`src/rtl/scrub_pkg.sv`:
```
package scrub_pkg;

  typedef enum logic [1:0] {
    ST_IDLE  = 2'd0,
    ST_READ  = 2'd1,
    ST_WAIT  = 2'd2,
    ST_WBACK = 2'd3
  } scrub_state_e;

  typedef enum logic [1:0] {
    RSP_CLEAN = 2'd0,
    RSP_FIX   = 2'd1,
    RSP_LOST  = 2'd2
  } rsp_class_e;

  // Uncorrectable dominates correctable.
  function automatic rsp_class_e classify(input logic ce, input logic ue);
    if (ue) return RSP_LOST;
    if (ce) return RSP_FIX;
    return RSP_CLEAN;
  endfunction

endpackage

```
`src/rtl/scrub_pacer.sv`:
```
module scrub_pacer #(
  parameter int CNT_W = 20
) (
  input  logic             clk,
  input  logic             rst_n,
  input  logic             restart,
  input  logic [CNT_W-1:0] cfg_interval,
  output logic             ready
);

  localparam logic [CNT_W-1:0] CNT_MAX = '1;

  logic [CNT_W-1:0] elapsed_q;

  always_ff @(posedge clk) begin
    if (!rst_n)                  elapsed_q <= '0;
    else if (restart)            elapsed_q <= '0;
    else if (elapsed_q != CNT_MAX) elapsed_q <= elapsed_q + 1'b1;
  end

  assign ready = (elapsed_q >= cfg_interval);

endmodule

```
`src/rtl/scrub_addr_gen.sv`:
```
module scrub_addr_gen #(
  parameter int NUM_CH  = 4,
  parameter int LINE_AW = 24,
  parameter int CH_W    = 2
) (
  input  logic               clk,
  input  logic               rst_n,
  input  logic               advance,
  output logic [CH_W-1:0]    cur_ch,
  output logic [LINE_AW-1:0] cur_line
);

  localparam logic [LINE_AW-1:0] LAST_LINE = '1;

  logic line_last;
  assign line_last = (cur_line == LAST_LINE);

  always_ff @(posedge clk) begin
    if (!rst_n)       cur_line <= '0;
    else if (advance) cur_line <= line_last ? '0 : cur_line + 1'b1;
  end

  generate
    if (NUM_CH > 1) begin : g_multi
      localparam logic [CH_W-1:0] LAST_CH = CH_W'(NUM_CH - 1);

      function automatic logic [CH_W-1:0] next_ch(input logic [CH_W-1:0] c);
        return (c == LAST_CH) ? '0 : c + 1'b1;
      endfunction

      always_ff @(posedge clk) begin
        if (!rst_n)                    cur_ch <= '0;
        else if (advance && line_last) cur_ch <= next_ch(cur_ch);
      end
    end else begin : g_single
      assign cur_ch = '0;
    end
  endgenerate

endmodule

```
`src/rtl/scrub_seq.sv`:
```
module scrub_seq
  import scrub_pkg::*;
#(
  parameter int NUM_CH = 4,
  parameter int CH_W   = 2,
  parameter int DATA_W = 512
) (
  input  logic              clk,
  input  logic              rst_n,
  input  logic              pace_ok,
  input  logic [CH_W-1:0]   cur_ch,
  input  logic [NUM_CH-1:0] demand_pending,
  input  logic [NUM_CH-1:0] sr_req,
  input  logic              rd_gnt,
  input  logic              rsp_valid,
  input  logic              rsp_ce,
  input  logic              rsp_ue,
  input  logic [DATA_W-1:0] rsp_data,
  input  logic              wb_gnt,
  output logic              rd_req,
  output logic              wb_req,
  output logic [DATA_W-1:0] wb_data,
  output logic              busy,
  output logic              step_done,
  output logic              ue_hit
);

  scrub_state_e st_q, st_d;
  rsp_class_e   cls;
  logic         ch_free;
  logic         rsp_seen;

  assign cls      = classify(rsp_ce, rsp_ue);
  assign ch_free  = !demand_pending[cur_ch] && !sr_req[cur_ch];
  assign rsp_seen = (st_q == ST_WAIT) && rsp_valid;

  always_comb begin
    st_d = st_q;
    unique case (st_q)
      ST_IDLE:  if (pace_ok && ch_free) st_d = ST_READ;
      ST_READ:  if (rd_gnt)             st_d = ST_WAIT;
      ST_WAIT:  if (rsp_valid)          st_d = (cls == RSP_FIX) ? ST_WBACK : ST_IDLE;
      ST_WBACK: if (wb_gnt)             st_d = ST_IDLE;
      default:                          st_d = ST_IDLE;
    endcase
  end

  always_ff @(posedge clk) begin
    if (!rst_n) st_q <= ST_IDLE;
    else        st_q <= st_d;
  end

  always_ff @(posedge clk) begin
    if (!rst_n)                          wb_data <= '0;
    else if (rsp_seen && cls == RSP_FIX) wb_data <= rsp_data;
  end

  assign rd_req    = (st_q == ST_READ);
  assign wb_req    = (st_q == ST_WBACK);
  assign busy      = (st_q != ST_IDLE);
  assign step_done = (rsp_seen && cls != RSP_FIX) || (wb_req && wb_gnt);
  assign ue_hit    = rsp_seen && (cls == RSP_LOST);

endmodule

```
`src/rtl/scrub_err_log.sv`:
```
module scrub_err_log #(
  parameter int CH_W    = 2,
  parameter int LINE_AW = 24
) (
  input  logic               clk,
  input  logic               rst_n,
  input  logic               ue_hit,
  input  logic [CH_W-1:0]    hit_ch,
  input  logic [LINE_AW-1:0] hit_line,
  input  logic               ue_clr,
  output logic               irq,
  output logic               log_valid,
  output logic [CH_W-1:0]    log_ch,
  output logic [LINE_AW-1:0] log_line
);

  logic capture;
  assign capture = ue_hit && (!log_valid || ue_clr);

  always_ff @(posedge clk) begin
    if (!rst_n) begin
      irq       <= 1'b0;
      log_valid <= 1'b0;
      log_ch    <= '0;
      log_line  <= '0;
    end else begin
      irq <= ue_hit;
      if (capture) begin
        log_valid <= 1'b1;
        log_ch    <= hit_ch;
        log_line  <= hit_line;
      end else if (ue_clr) begin
        log_valid <= 1'b0;
      end
    end
  end

endmodule

```
`src/rtl/patrol_scrubber.sv`:
```
module patrol_scrubber #(
  parameter  int NUM_CH  = 4,
  parameter  int LINE_AW = 24,
  parameter  int CNT_W   = 20,
  parameter  int DATA_W  = 512,
  localparam int CH_W    = (NUM_CH > 1) ? $clog2(NUM_CH) : 1
) (
  input  logic               clk,
  input  logic               rst_n,
  input  logic [CNT_W-1:0]   cfg_interval,
  input  logic [NUM_CH-1:0]  demand_pending,
  input  logic [NUM_CH-1:0]  sr_req,
  output logic [NUM_CH-1:0]  sr_grant,
  output logic               rd_req,
  input  logic               rd_gnt,
  output logic [CH_W-1:0]    req_ch,
  output logic [LINE_AW-1:0] req_line,
  input  logic               rsp_valid,
  input  logic               rsp_ce,
  input  logic               rsp_ue,
  input  logic [DATA_W-1:0]  rsp_data,
  output logic               wb_req,
  input  logic               wb_gnt,
  output logic [DATA_W-1:0]  wb_data,
  input  logic               ue_clr,
  output logic               ue_irq,
  output logic               ue_log_valid,
  output logic [CH_W-1:0]    ue_log_ch,
  output logic [LINE_AW-1:0] ue_log_line
);

  // Internal events, named for the bound checker.
  logic pace_ok;
  logic scrub_busy;
  logic step_done;
  logic ue_hit;

  scrub_pacer #(.CNT_W(CNT_W)) u_pacer (
    .clk          (clk),
    .rst_n        (rst_n),
    .restart      (step_done),
    .cfg_interval (cfg_interval),
    .ready        (pace_ok)
  );

  scrub_addr_gen #(.NUM_CH(NUM_CH), .LINE_AW(LINE_AW), .CH_W(CH_W)) u_addr (
    .clk      (clk),
    .rst_n    (rst_n),
    .advance  (step_done),
    .cur_ch   (req_ch),
    .cur_line (req_line)
  );

  scrub_seq #(.NUM_CH(NUM_CH), .CH_W(CH_W), .DATA_W(DATA_W)) u_seq (
    .clk            (clk),
    .rst_n          (rst_n),
    .pace_ok        (pace_ok),
    .cur_ch         (req_ch),
    .demand_pending (demand_pending),
    .sr_req         (sr_req),
    .rd_gnt         (rd_gnt),
    .rsp_valid      (rsp_valid),
    .rsp_ce         (rsp_ce),
    .rsp_ue         (rsp_ue),
    .rsp_data       (rsp_data),
    .wb_gnt         (wb_gnt),
    .rd_req         (rd_req),
    .wb_req         (wb_req),
    .wb_data        (wb_data),
    .busy           (scrub_busy),
    .step_done      (step_done),
    .ue_hit         (ue_hit)
  );

  scrub_err_log #(.CH_W(CH_W), .LINE_AW(LINE_AW)) u_log (
    .clk       (clk),
    .rst_n     (rst_n),
    .ue_hit    (ue_hit),
    .hit_ch    (req_ch),
    .hit_line  (req_line),
    .ue_clr    (ue_clr),
    .irq       (ue_irq),
    .log_valid (ue_log_valid),
    .log_ch    (ue_log_ch),
    .log_line  (ue_log_line)
  );

  // Self-refresh is withheld only from the channel with an operation in flight.
  generate
    for (genvar g = 0; g < NUM_CH; g++) begin : g_sr
      assign sr_grant[g] = sr_req[g] && !(scrub_busy && (req_ch == CH_W'(g)));
    end
  endgenerate

endmodule

```
`config.mk`:
```
export PLATFORM = sky130hd
export DESIGN_NAME = patrol_scrubber
export DESIGN_NICKNAME = d
export VERILOG_FILES = /design/src/rtl/scrub_pkg.sv /design/src/rtl/scrub_pacer.sv /design/src/rtl/scrub_addr_gen.sv /design/src/rtl/scrub_seq.sv /design/src/rtl/scrub_err_log.sv /design/src/rtl/patrol_scrubber.sv
export SDC_FILE = /design/constraint.sdc
export NUM_CORES = 1
export LEC_CHECK = 0
export CAP_MARGIN = 40
export CELL_PAD_IN_SITES_DETAIL_PLACEMENT = 1
export CELL_PAD_IN_SITES_GLOBAL_PLACEMENT = 2
export CORE_AREA = 4 4 439 441
export CTS_BUF_LIST = sky130_fd_sc_hd__clkbuf_16
export CTS_CLUSTER_SIZE = 40
export DETAILED_ROUTE_END_ITERATION = 16
export DIE_AREA = 0 0 443 445
export DONT_BUFFER_PORTS = 1
export MAX_ROUTING_LAYER = met4
export PLACE_DENSITY = 0.33
export SYNTH_ARGS = -nofsm -noshare
export SYNTH_HDL_FRONTEND = slang
export SYNTH_SLANG_ARGS = --single-unit
export TNS_END_PERCENT = 10
```
`constraint.sdc`:
```
create_clock -name clk -period 5 [get_ports clk]
set_input_delay 0.25 -clock clk [delete_from_list [all_inputs] [get_ports clk]]
set_output_delay 0.25 -clock clk [all_outputs]
set_load 0.05 [all_outputs]
```
Word-level counts from Yosys, hierarchy flattened
Index checks and enable logic that the tools add are counted.

Register bits after elaboration: 588. Output and inout bits: 572.

Add/subtract/negate cells: 3. Order comparisons: 2. Equality and inequality tests: 15. Multiplexer cells: 21. Bitwise logic cells: 1. Reduce and logical (&&, ||, !) cells: 32.

Operators by type and width (number): $add A24 B1 Y24 const B (1); $eq A24 B24 Y1 const B (1); $mux W24 (1); $add A20 B1 Y20 const B (1); $ge A20 B20 Y1 (1); $mux W2 (10); $ne A20 B20 Y1 const B (1); $logic_and A1 B1 Y1 (17); $eq A2 B2 Y1 const B (5); $pmux W2 S4 (1); $logic_not A1 Y1 (7); $mux W1 (7); $eq A2 B1 Y1 const B (3); $ne A2 B1 Y1 const B (3); $bmux W1 S2 (2); $logic_not A2 Y1 (2); $ne A2 B2 Y1 const B (2); $reduce_and A4 Y1 (1); $reduce_bool A2 Y1 (2); $lt A2 B3 Y1 const B (1); $add A2 B1 Y2 const B (1); $logic_or A1 B1 Y1 (2); $reduce_or A2 Y1 (1); $not A1 Y1 (1).

Depth between registers and ports, before layout
Gate-level depths: netlist of the first run.

Word-level depth: 8. Gate-level depth with buffers: 8. Depth with buffers taken out: 7.

By module
From an unflattened synthesis of the first run, not the netlist that was laid out.

Cells, all modules: 2833. Area, all modules: 24985.2 um^2.

Modules (own cells, without submodules): scrub_seq (instances 1, cells an instance 2363, area an instance 20931.3 um^2, seq. area each 10289.9 um^2); scrub_pacer (instances 1, cells an instance 194, area an instance 1565.3 um^2, seq. area each 400.4 um^2); scrub_addr_gen (instances 1, cells an instance 150, area an instance 1301.2 um^2, seq. area each 520.5 um^2); scrub_err_log (instances 1, cells an instance 119, area an instance 1133.6 um^2, seq. area each 560.5 um^2); patrol_scrubber (instances 1, cells an instance 7, area an instance 53.8 um^2, seq. area each 0.0 um^2).

Worst setup path before layout of the first run
OpenSTA, ideal clock, no wires.

Kind: flip-flop to output port. Start point: register u_addr.cur_ch[0]. End point: output sr_grant[0]. Arrival time: 2.219 ns. Required time: 4.750 ns. Path slack: 2.531 ns. Cell stages (with the launch flop): 4. Path buffers: 0. Cells stage by stage: dfxtp_1 > inv_1 > ha_1 > a21boi_0.

Longest elaborated chain between the ends: 4.

RTL lines: start: declaration (line scrub_addr_gen.sv:9) `output logic [CH_W-1:0] cur_ch,`; start signal: assignment (line scrub_addr_gen.sv:33) `else if (advance && line_last) cur_ch <= next_ch(cur_ch);`; $logic_not A2 Y1 (line patrol_scrubber.sv:91) `assign sr_grant[g] = sr_req[g] && !(scrub_busy && (req_ch == CH_W'(g)));`; $logic_and A1 B1 Y1 (line patrol_scrubber.sv:91); $logic_not A1 Y1 (line patrol_scrubber.sv:91); $logic_and A1 B1 Y1 (line patrol_scrubber.sv:91); end: declaration (line patrol_scrubber.sv:13) `output logic [NUM_CH-1:0] sr_grant,`.

No other way between the ends.

Final worst setup path of the first run
Start point: register u_seq.st_q[1]. End point: register u_seq.wb_data[511].

Longest elaborated chain between the ends: 3.

RTL lines: start: declaration (line scrub_seq.sv:28) `scrub_state_e st_q, st_d;`; start signal: assignment (line scrub_seq.sv:50) `else st_q <= st_d;`; $eq A2 B2 Y1 (line scrub_seq.sv:35) `assign rsp_seen = (st_q == ST_WAIT) && rsp_valid;`; $logic_and A1 B1 Y1 (line scrub_seq.sv:35); $logic_and A1 B1 Y1 (line scrub_seq.sv:55) `else if (rsp_seen && cls == RSP_FIX) wb_data <= rsp_data;`; end signal: assignment (line scrub_seq.sv:55); end: declaration (line scrub_seq.sv:22) `output logic [DATA_W-1:0] wb_data,`.

No other way between the ends. A chain may end at the register's enable or synchronous reset.

==> parameters.txt, run 1 <==
Parameter                              Value

Logic synthesis
  Flop and latch count out of synthesis    around 600
  Number of flops mapped to enable cells by yosys    0
  Number of nets in the synthesized netlist    around 3,300
  Warnings from Yosys    0
  Post-synthesis cell area    around 21,000 um2
  Dominant cell type by area after synthesis    sky130_fd_sc_hd__dfxtp_1
  Gate Count Post-Synth    roughly 2,700
  Share of the synthesized area in the top cell type    a little under three fifths
  Share of async-settable or async-resettable flops after synthesis    0%
  Leading cell type by number of instances after synthesis    sky130_fd_sc_hd__nand2_1
  Top cells by instance count after synthesis    sky130_fd_sc_hd__nand2_1, sky130_fd_sc_hd__dfxtp_1, sky130_fd_sc_hd__a21oi_1
  Prevailing post-synth register cell    sky130_fd_sc_hd__dfxtp_1
  Distinct cells, synth    48
  Post-Synthesis Mean Instance Area    just under 8 um2
  Top cells by area, synth    sky130_fd_sc_hd__dfxtp_1, sky130_fd_sc_hd__nand2_1, sky130_fd_sc_hd__a21oi_1
  Part of the Yosys area used for sequential elements    55.1%

Floorplan
  Starting utilization of the core area    between 10% and 20%
  Std-Cell Core Area    ~190,000 um2
  Die area    roughly 200,000 um2
  Vertical extent of the die    445 um
  # IOs    between 1,000 and 1,500
  Standard-cell row count    160
  Die Wd    between 400 and 500 um

Place
  Number of port buffers    0
  Detailed placer's ending HPWL    101,000 um
  Dpl cells    5,098
  GPL Wtd Cong    ~0.85
  Pre-CTS worst setup slack    between 1500 and 2000 ps

Routing
  Via density per instance    roughly 3.6
  Antenna Violating Nets Remaining    0
  Final wirelength    around 130,000 um
  Pre-Repair DR Iteration Count    4
  Initial detailed-routing violation count    approximately 860
  Avg WL per Cell    about 23 um
  Drc violations    0
  Via count    20,800

Clock network
  CTS buffer count    between 80 and 90
  TritonCTS Sinks    around 590
  Hold buffer count at cts    about 530
  TritonCTS clock tree    yes
  H-tree depth    3
  Maximum buffer depth of the clock tree    3
  Cell at the root of the clock tree    sky130_fd_sc_hd__clkbuf_16
  Number of buffers added for setup after CTS    0
  Resized Gates After CTS    0
  Clock insertion delay at the later pin of the skew report    ~690 ps
  Clock edge transition at the registers on the reported setup and hold paths    approximately 60 ps

Critical path
  Capturing point of the worst reg2reg path    u_seq.wb_data[511]
  WP data required    5580 ps
  Start-to-end type of the worst setup path    flip-flop to flip-flop
  Maximum fanout along the worst path    51
  Crit start category    flip-flop
  Master of the slowest instance on the critical path    sky130_fd_sc_hd__dfxtp_1
  Combined buffer and inverter count along the critical path    3
  CP Cell Sequence    nor2b_1 -> nand3_4 -> buf_12 -> buf_4 -> nand2_1 -> a21oi_1 -> dlygate4sd3_1
  Kind of cell adding the most delay to the critical path    buffers and inverters
  Worst-case reg-to-reg path depth    7
  Worst reg-to-reg setup slack    1880 ps
  Crit. End Element    flip-flop
  Highest cell delay on the worst timing path    between 600 and 700 ps
  Crit path DAT    between 3000 and 4000 ps
  FF-to-FF Start    u_seq.st_q[1]

Hold path
  Hold path startpoint    rst_n
  Capture endpoint of the worst hold path    u_pacer.elapsed_q[17]
  Tightest Hold Check Type    input port to flip-flop
  Cell count of the worst hold path    2

Timing
  Max-slew headroom    32.1%
  Count of endpoints failing setup in the final report    0
  Transition time at the pin with the least slew margin    approximately 1000 ps
  Final Skew    approximately 22 ps
  Final total negative setup slack    0 ps
  Time the final worst path needs with I/O delays and setup    just over 3000 ps
  Least setup slack across all paths after layout    between 1500 and 2000 ps
  Fin. max-slew vios    0
  RSZ-0062 raised after global routing    no
  Number of endpoints with negative hold slack in the final report    0
  Ratio of final minimum period to clock period    approximately 62%
  Maximum clock frequency    321 MHz

GRT
  GRT Total Usage    a little over an eighth
  Number of antenna violations at the first check in global routing    28
  Global-route wire length before repair    ~180,000 um
  Largest net degree at the start of global routing    ~150
  Number of global-route vias before repair    roughly 22,000
  Total congestion overflow    0

Power
  Power per cell area    between 300 and 400 nW/um2
  Leakage power figure    between 10 and 15 nW
  Post-layout power    11.5 mW
  Maximum VDD drop    between 200 and 250 uV

Cells and area
  Nets@finish    between 3,000 and 4,000
  Fin cells    5,802
  Final Core Density    roughly 17%
  Share of cells above drive strength 1    under 10%
  Area added between synthesis and finish    53.2%

Run status
  Run status    complete, no violations

Job
  Max-cap violations    0
==> worst register-to-register path, cell delays in order (launching register included) <==
cell and delay (ps):
sky130_fd_sc_hd__dfxtp_1 650, sky130_fd_sc_hd__nor2b_1 400, sky130_fd_sc_hd__nand3_4 450, sky130_fd_sc_hd__buf_12 400, sky130_fd_sc_hd__buf_4 350, sky130_fd_sc_hd__nand2_1 110, sky130_fd_sc_hd__a21oi_1 60, sky130_fd_sc_hd__dlygate4sd3_1 590
==> flip-flops by register name (all words and copies together) (netlist names) <==
register           count
u_addr.cur_ch          2
u_addr.cur_line       24
u_log.irq              1
u_log.log_ch           2
u_log.log_line        24
u_log.log_valid        1
u_pacer.elapsed_q     20
u_seq.st_q             2
u_seq.wb_data        512
==> placed cells by master, fill, tap and decap left out, drive strengths merged, types with 2 or more instances in the layout <==
| master | n |
|---|---|
| a21boi | 4 |
| a31oi | 2 |
| nor3 | 9 |
| nor2b | 4 |
| nand2b | 4 |
| ha | 26 |
| nand2 | 1108 |
| xnor2 | 26 |
| nand3 | 25 |
| and4 | 6 |
| dfxtp | 588 |
| diode | 18 |
| or4 | 6 |
| clkbuf | 89 |
| dlygate4sd3 | 529 |
| and3 | 3 |
| a2111oi | 2 |
| a211oi | 5 |
| xor2 | 5 |
| clkinv | 27 |
| inv | 55 |
| or3 | 5 |
| bufinv | 11 |
| a21oi | 559 |
| nor2 | 47 |
| nand4 | 21 |
| and2 | 6 |
| o211ai | 2 |
| nor4 | 15 |
| buf | 57 |
| o21a | 5 |
| o21ai | 9 |
==> routing by layer <==
| metal | share of wire [%] | routed length (um) | vias to the layer above | global-route usage [%] |
|---|---|---|---|---|
| li1 | - | - | 9878 | - |
| met1 | 38 | 50900 | 10000 | 14.0 |
| met2 | 50 | 66300 | 703 | 22.3 |
| met3 | 8.3 | 11100 | 196 | 5.32 |
| met4 | 3.7 | 4900 | 0 | 4.85 |
| met5 | 0 | 0 | - | - |
==> through the flow <==
step | cell area (um2) | hold slack [ps]
3_3_place_gp | 24100 | 382
5_1_grt | 32700 | 64.6
2_1_floorplan | 21400 | 386
3_5_place_dp | 24500 | 386
4_1_cts | 32700 | 0.872
6_report | 32700 | 96.8
==> logic make-up after synthesis <==
group / share of synthesized area [%]
AND/OR/NAND/NOR: 23.6
AO/OA/AOI/OAI: 14.3
flip-flops: 55.1
buffers and inverters: 4.12
XOR/XNOR: 1.27
adder cells (fa/ha/maj): 1.52
multiplexers: 0.152
==> worst max-delay path by stage <==
stage                                start            endpoint  slack [ps]  cells past startpoint
after floorplan           u_addr.cur_ch[0]         sr_grant[0]        2530                      3
after global placement       u_seq.st_q[1]  u_seq.wb_data[151]        1940                      6
after detailed placement     u_seq.st_q[1]  u_seq.wb_data[151]        1890                      6
after CTS                    u_seq.st_q[1]  u_seq.wb_data[511]        1770                      7
after global routing         u_seq.st_q[1]  u_seq.wb_data[509]        1610                      6
final                        u_seq.st_q[1]  u_seq.wb_data[511]        1880                      7
==> layout make-up <==
| cell class | count | area (um2) |
|---|---|---|
| fillers | 22300 | 156000 |
| multi-input cells | 1916 | 8730 |
| well taps | 2511 | 3140 |
| repair buffers | 586 | 6070 |
| flip-flops and latches | 588 | 11800 |
| clock inverters | 66 | 627 |
| clock buffers | 89 | 2230 |
| inverters | 28 | 113 |
| diodes | 18 | 45.0 |
==> where the power goes <==
| group | internal [mW] | total, mW | switching, mW |
|---|---|---|---|
| logic | 0.308 | 0.556 | 0.248 |
| registers | 4.69 | 4.70 | 0.00679 |
| clock network | 3.78 | 6.29 | 2.51 |
No activity file was read; power rests on OpenSTA's default activity.
==> inputs of run 2 (changes only) <==
--- a/config.mk
+++ b/config.mk
@@ -8,14 +8,14 @@
 export CAP_MARGIN = 40
 export CELL_PAD_IN_SITES_DETAIL_PLACEMENT = 1
 export CELL_PAD_IN_SITES_GLOBAL_PLACEMENT = 2
-export CORE_AREA = 4 4 439 441
+export CORE_AREA = 4 4 434 436
 export CTS_BUF_LIST = sky130_fd_sc_hd__clkbuf_16
 export CTS_CLUSTER_SIZE = 40
 export DETAILED_ROUTE_END_ITERATION = 16
-export DIE_AREA = 0 0 443 445
+export DIE_AREA = 0 0 438 440
 export DONT_BUFFER_PORTS = 1
 export MAX_ROUTING_LAYER = met4
-export PLACE_DENSITY = 0.33
+export PLACE_DENSITY = 0.35
 export SYNTH_ARGS = -nofsm -noshare
 export SYNTH_HDL_FRONTEND = slang
 export SYNTH_SLANG_ARGS = --single-unit
==> constraint.sdc (replaced) <==
create_clock -name clk -period 2.5 [get_ports clk]
set_input_delay 0.125 -clock clk [delete_from_list [all_inputs] [get_ports clk]]
set_output_delay 0.125 -clock clk [all_outputs]
set_load 0.05 [all_outputs]
==> run 2 against run 1 <==
Compared with the run above: flip-flop and latch count unchanged; power up 87%; final cell count up 1.1%; count of clock-buffer cells in the layout down 5; maximum frequency up 31%; sequential power up 100%; register-to-register slack worse by 1800 ps; clock skew up 1.6 ps; worst setup slack worse by 1800 ps; largest power group unchanged; die area down 2.2%; critical path depth unchanged; cell area up 1.5%.
==> parameters.txt, run 2 (same netlist as run 1, synthesis figures left out) <==
Parameter                              Value

Clock network
  TritonCTS clock tree    yes (unchanged)
  TritonCTS Sinks    588 (unchanged)
  Maximum buffer depth of the clock tree    3 (unchanged)
  Cell at the root of the clock tree    sky130_fd_sc_hd__clkbuf_16 (unchanged)
  CTS buffer count    83 (was 86)
  H-tree depth    3 (unchanged)
  Clock edge transition at the registers on the reported setup and hold paths    60 ps (about the same)
  Clock insertion delay at the later pin of the skew report    680 ps (was 690 ps)

Critical path
  Highest cell delay on the worst timing path    550 ps (was 650 ps)
  Most Frequent Cell on Critical Path    sky130_fd_sc_hd__dlygate4sd3_1
  WP data required    3110 ps (was 5580 ps)
  Crit. End Element    flip-flop (unchanged)
  CP Cell Sequence    buf_4 -> nor3_4 -> buf_12 -> nand2_1 -> dlygate4sd3_1 -> a21oi_1 -> dlygate4sd3_1 (was nor2b_1 -> nand3_4 -> buf_12 -> buf_4 -> nand2_1 -> a21oi_1 -> dlygate4sd3_1)
  Maximum fanout along the worst path    12 (was 51)
  Master of the slowest instance on the critical path    sky130_fd_sc_hd__dlygate4sd3_1 (was sky130_fd_sc_hd__dfxtp_1)
  Kind of cell adding the most delay to the critical path    buffers and inverters (unchanged)
  Crit path DAT    2990 ps (was 3690 ps)
  Start-to-end type of the worst setup path    flip-flop to flip-flop (unchanged)
  Combined buffer and inverter count along the critical path    4 (was 3)
  Crit start category    flip-flop (unchanged)

Floorplan
  Die area    193,000 um2 (was 197,000 um2)
  Standard-cell row count    158 (was 160)
  # IOs    1,120 (unchanged)
  Vertical extent of the die    440 um (was 445 um)
  Die Wd    438 um (was 443 um)
  Starting utilization of the core area    11.6% (was 11.3%)
  Std-Cell Core Area    185,000 um2 (was 189,000 um2)

Routing
  Via count    21,000 (was 20,800)
  Drc violations    0 (unchanged)
  Antenna Violating Nets Remaining    0 (unchanged)
  Final wirelength    133,000 um (about the same)
  Via density per instance    3.58 (was 3.59)
  Initial detailed-routing violation count    664 (was 861)
  Avg WL per Cell    22.7 um (was 23.0 um)
  Pre-Repair DR Iteration Count    5 (was 4)

Place
  GPL Wtd Cong    0.796 (was 0.853)
  Number of port buffers    0 (unchanged)
  Detailed placer's ending HPWL    103,000 um (was 101,000 um)
  Instance area after placement    25,100 um2 (was 24,500 um2)

GRT
  Total congestion overflow    0 (unchanged)
  Number of global-route vias before repair    22,300 (was 22,100)
  Global-route wire length before repair    182,000 um (about the same)
  GRT Total Usage    13.5% (was 13.2%)
  Number of antenna violations at the first check in global routing    17 (was 28)
  Largest net degree at the start of global routing    76 (was 151)

Timing
  Ratio of final minimum period to clock period    95.3% (was 62.3%)
  Fin. max-slew vios    0 (unchanged)
  Transition time at the pin with the least slew margin    789 ps (was 1020 ps)
  Number of endpoints with negative hold slack in the final report    0 (unchanged)
  Tightest hold margin    88.1 ps (was 96.8 ps)
  Final Skew    23.6 ps (was 21.9 ps)
  Final total negative setup slack    0 ps (unchanged)
  Maximum clock frequency    420 MHz (was 321 MHz)
  Count of endpoints failing setup in the final report    0 (unchanged)
  Time the final worst path needs with I/O delays and setup    2380 ps (was 3120 ps)
  Max-slew headroom    47.4% (was 32.1%)
  RSZ-0062 raised after global routing    no (unchanged)

Cells and area
  Largest register by flop count    u_seq.wb_data (unchanged)
  Nets@finish    3,895 (was 3,780)
  Most frequent standard cell in the layout excluding fill and tap cells    sky130_fd_sc_hd__nand2_1 (unchanged)
  Most frequent cells in the layout    sky130_fd_sc_hd__nand2_1, sky130_fd_sc_hd__dfxtp_1, sky130_fd_sc_hd__dlygate4sd3_1 (was sky130_fd_sc_hd__nand2_1, sky130_fd_sc_hd__dfxtp_1, sky130_fd_sc_hd__a21oi_1)
  Area added between synthesis and finish    55.6% (was 53.2%)
  Summed area of non-filler cells in the final layout    33,200 um2 (was 32,700 um2)
  Max reg flops    512 (unchanged)
  Regs by FF count    u_seq.wb_data x512, u_addr.cur_line x24, u_log.log_line x24 (unchanged)
  Share of cells above drive strength 1    7.52% (was 5.65%)

Power
  Power per cell area    650 nW/um2 (was 353 nW/um2)
  Leakage power figure    11.0 nW (was 10.6 nW)
  Post-layout power    21.6 mW (was 11.5 mW)
  Maximum VDD drop    414 uV (was 224 uV)

Hold path
  Tightest Hold Check Type    input port to flip-flop (unchanged)

Run status
  Run status    complete, no violations (unchanged)

Job
  Max-cap violations    0 (unchanged)
run 2: repair_timing:
action                     CTS  global route
setup endpoints to repair    0             5
gates resized for setup      0             1
hold buffers               564             0
setup buffers                0             5
hold endpoints to repair   584             0
run 2: per-stage QoR:
stage | std cells | setup WS, ps | util (%)
2_1_floorplan | 2720 | 156 | -
3_3_place_gp | 5147 | 389 | 13.6
3_5_place_dp | 5147 | 381 | 13.6
4_1_cts | 5854 | 43.7 | 18.0
5_1_grt | 5864 | 12.1 | 18.0
6_report | 5867 | 116 | 18.0
run 2: area by class of cell:
type	count	area, um2
Antenna cell	8	20.0
Clock buffer	84	2100
Clock inverter	59	342
Fill cell	21800	151000
Inverter	28	113
Multi-Input combinational cell	1916	8740
Sequential cell	588	11800
Tap cell	2480	3100
Timing Repair Buffer	704	7030
run 2: power breakdown:
group          switching (mW)  total, mW  leakage, nW  internal, mW
clock network            4.82       11.1         1.27          6.26
logic                   0.506       1.14         5.04         0.637
registers             0.00637       9.39         4.73          9.38
total                    5.33       21.6         11.0          16.3
run 2: metal layers:
layer | up-vias | wire length [um] | global-route usage [%]
met5 | - | 0 | -
met3 | 154 | 10600 | 4.88
met1 | 10200 | 50800 | 14.4
met4 | 0 | 2680 | 3.20
met2 | 581 | 69000 | 23.8
li1 | 10100 | - | -
run 2: worst min-delay path, cell delays in order:
cell                        delay (ps)
sky130_fd_sc_hd__inv_1              40
sky130_fd_sc_hd__ha_1              130
sky130_fd_sc_hd__a21oi_1            40
sky130_fd_sc_hd__nand2_1            80
sky130_fd_sc_hd__a2111oi_0          90
sky130_fd_sc_hd__a31oi_1           210
run 2: path summary, 6_finish.rpt:
check | start | endpoint | slack, ps | cells after the start
worst max register to register | u_seq.st_q[0] | u_seq.wb_data[37] | 120 | 7
worst max-delay path | u_seq.st_q[0] | u_seq.wb_data[37] | 120 | 7
worst min register to register | u_seq.wb_data[310] | u_seq.wb_data[310] | 460 | 2
worst min-delay path | cfg_interval[18] | u_seq.st_q[0] | 90 | 6
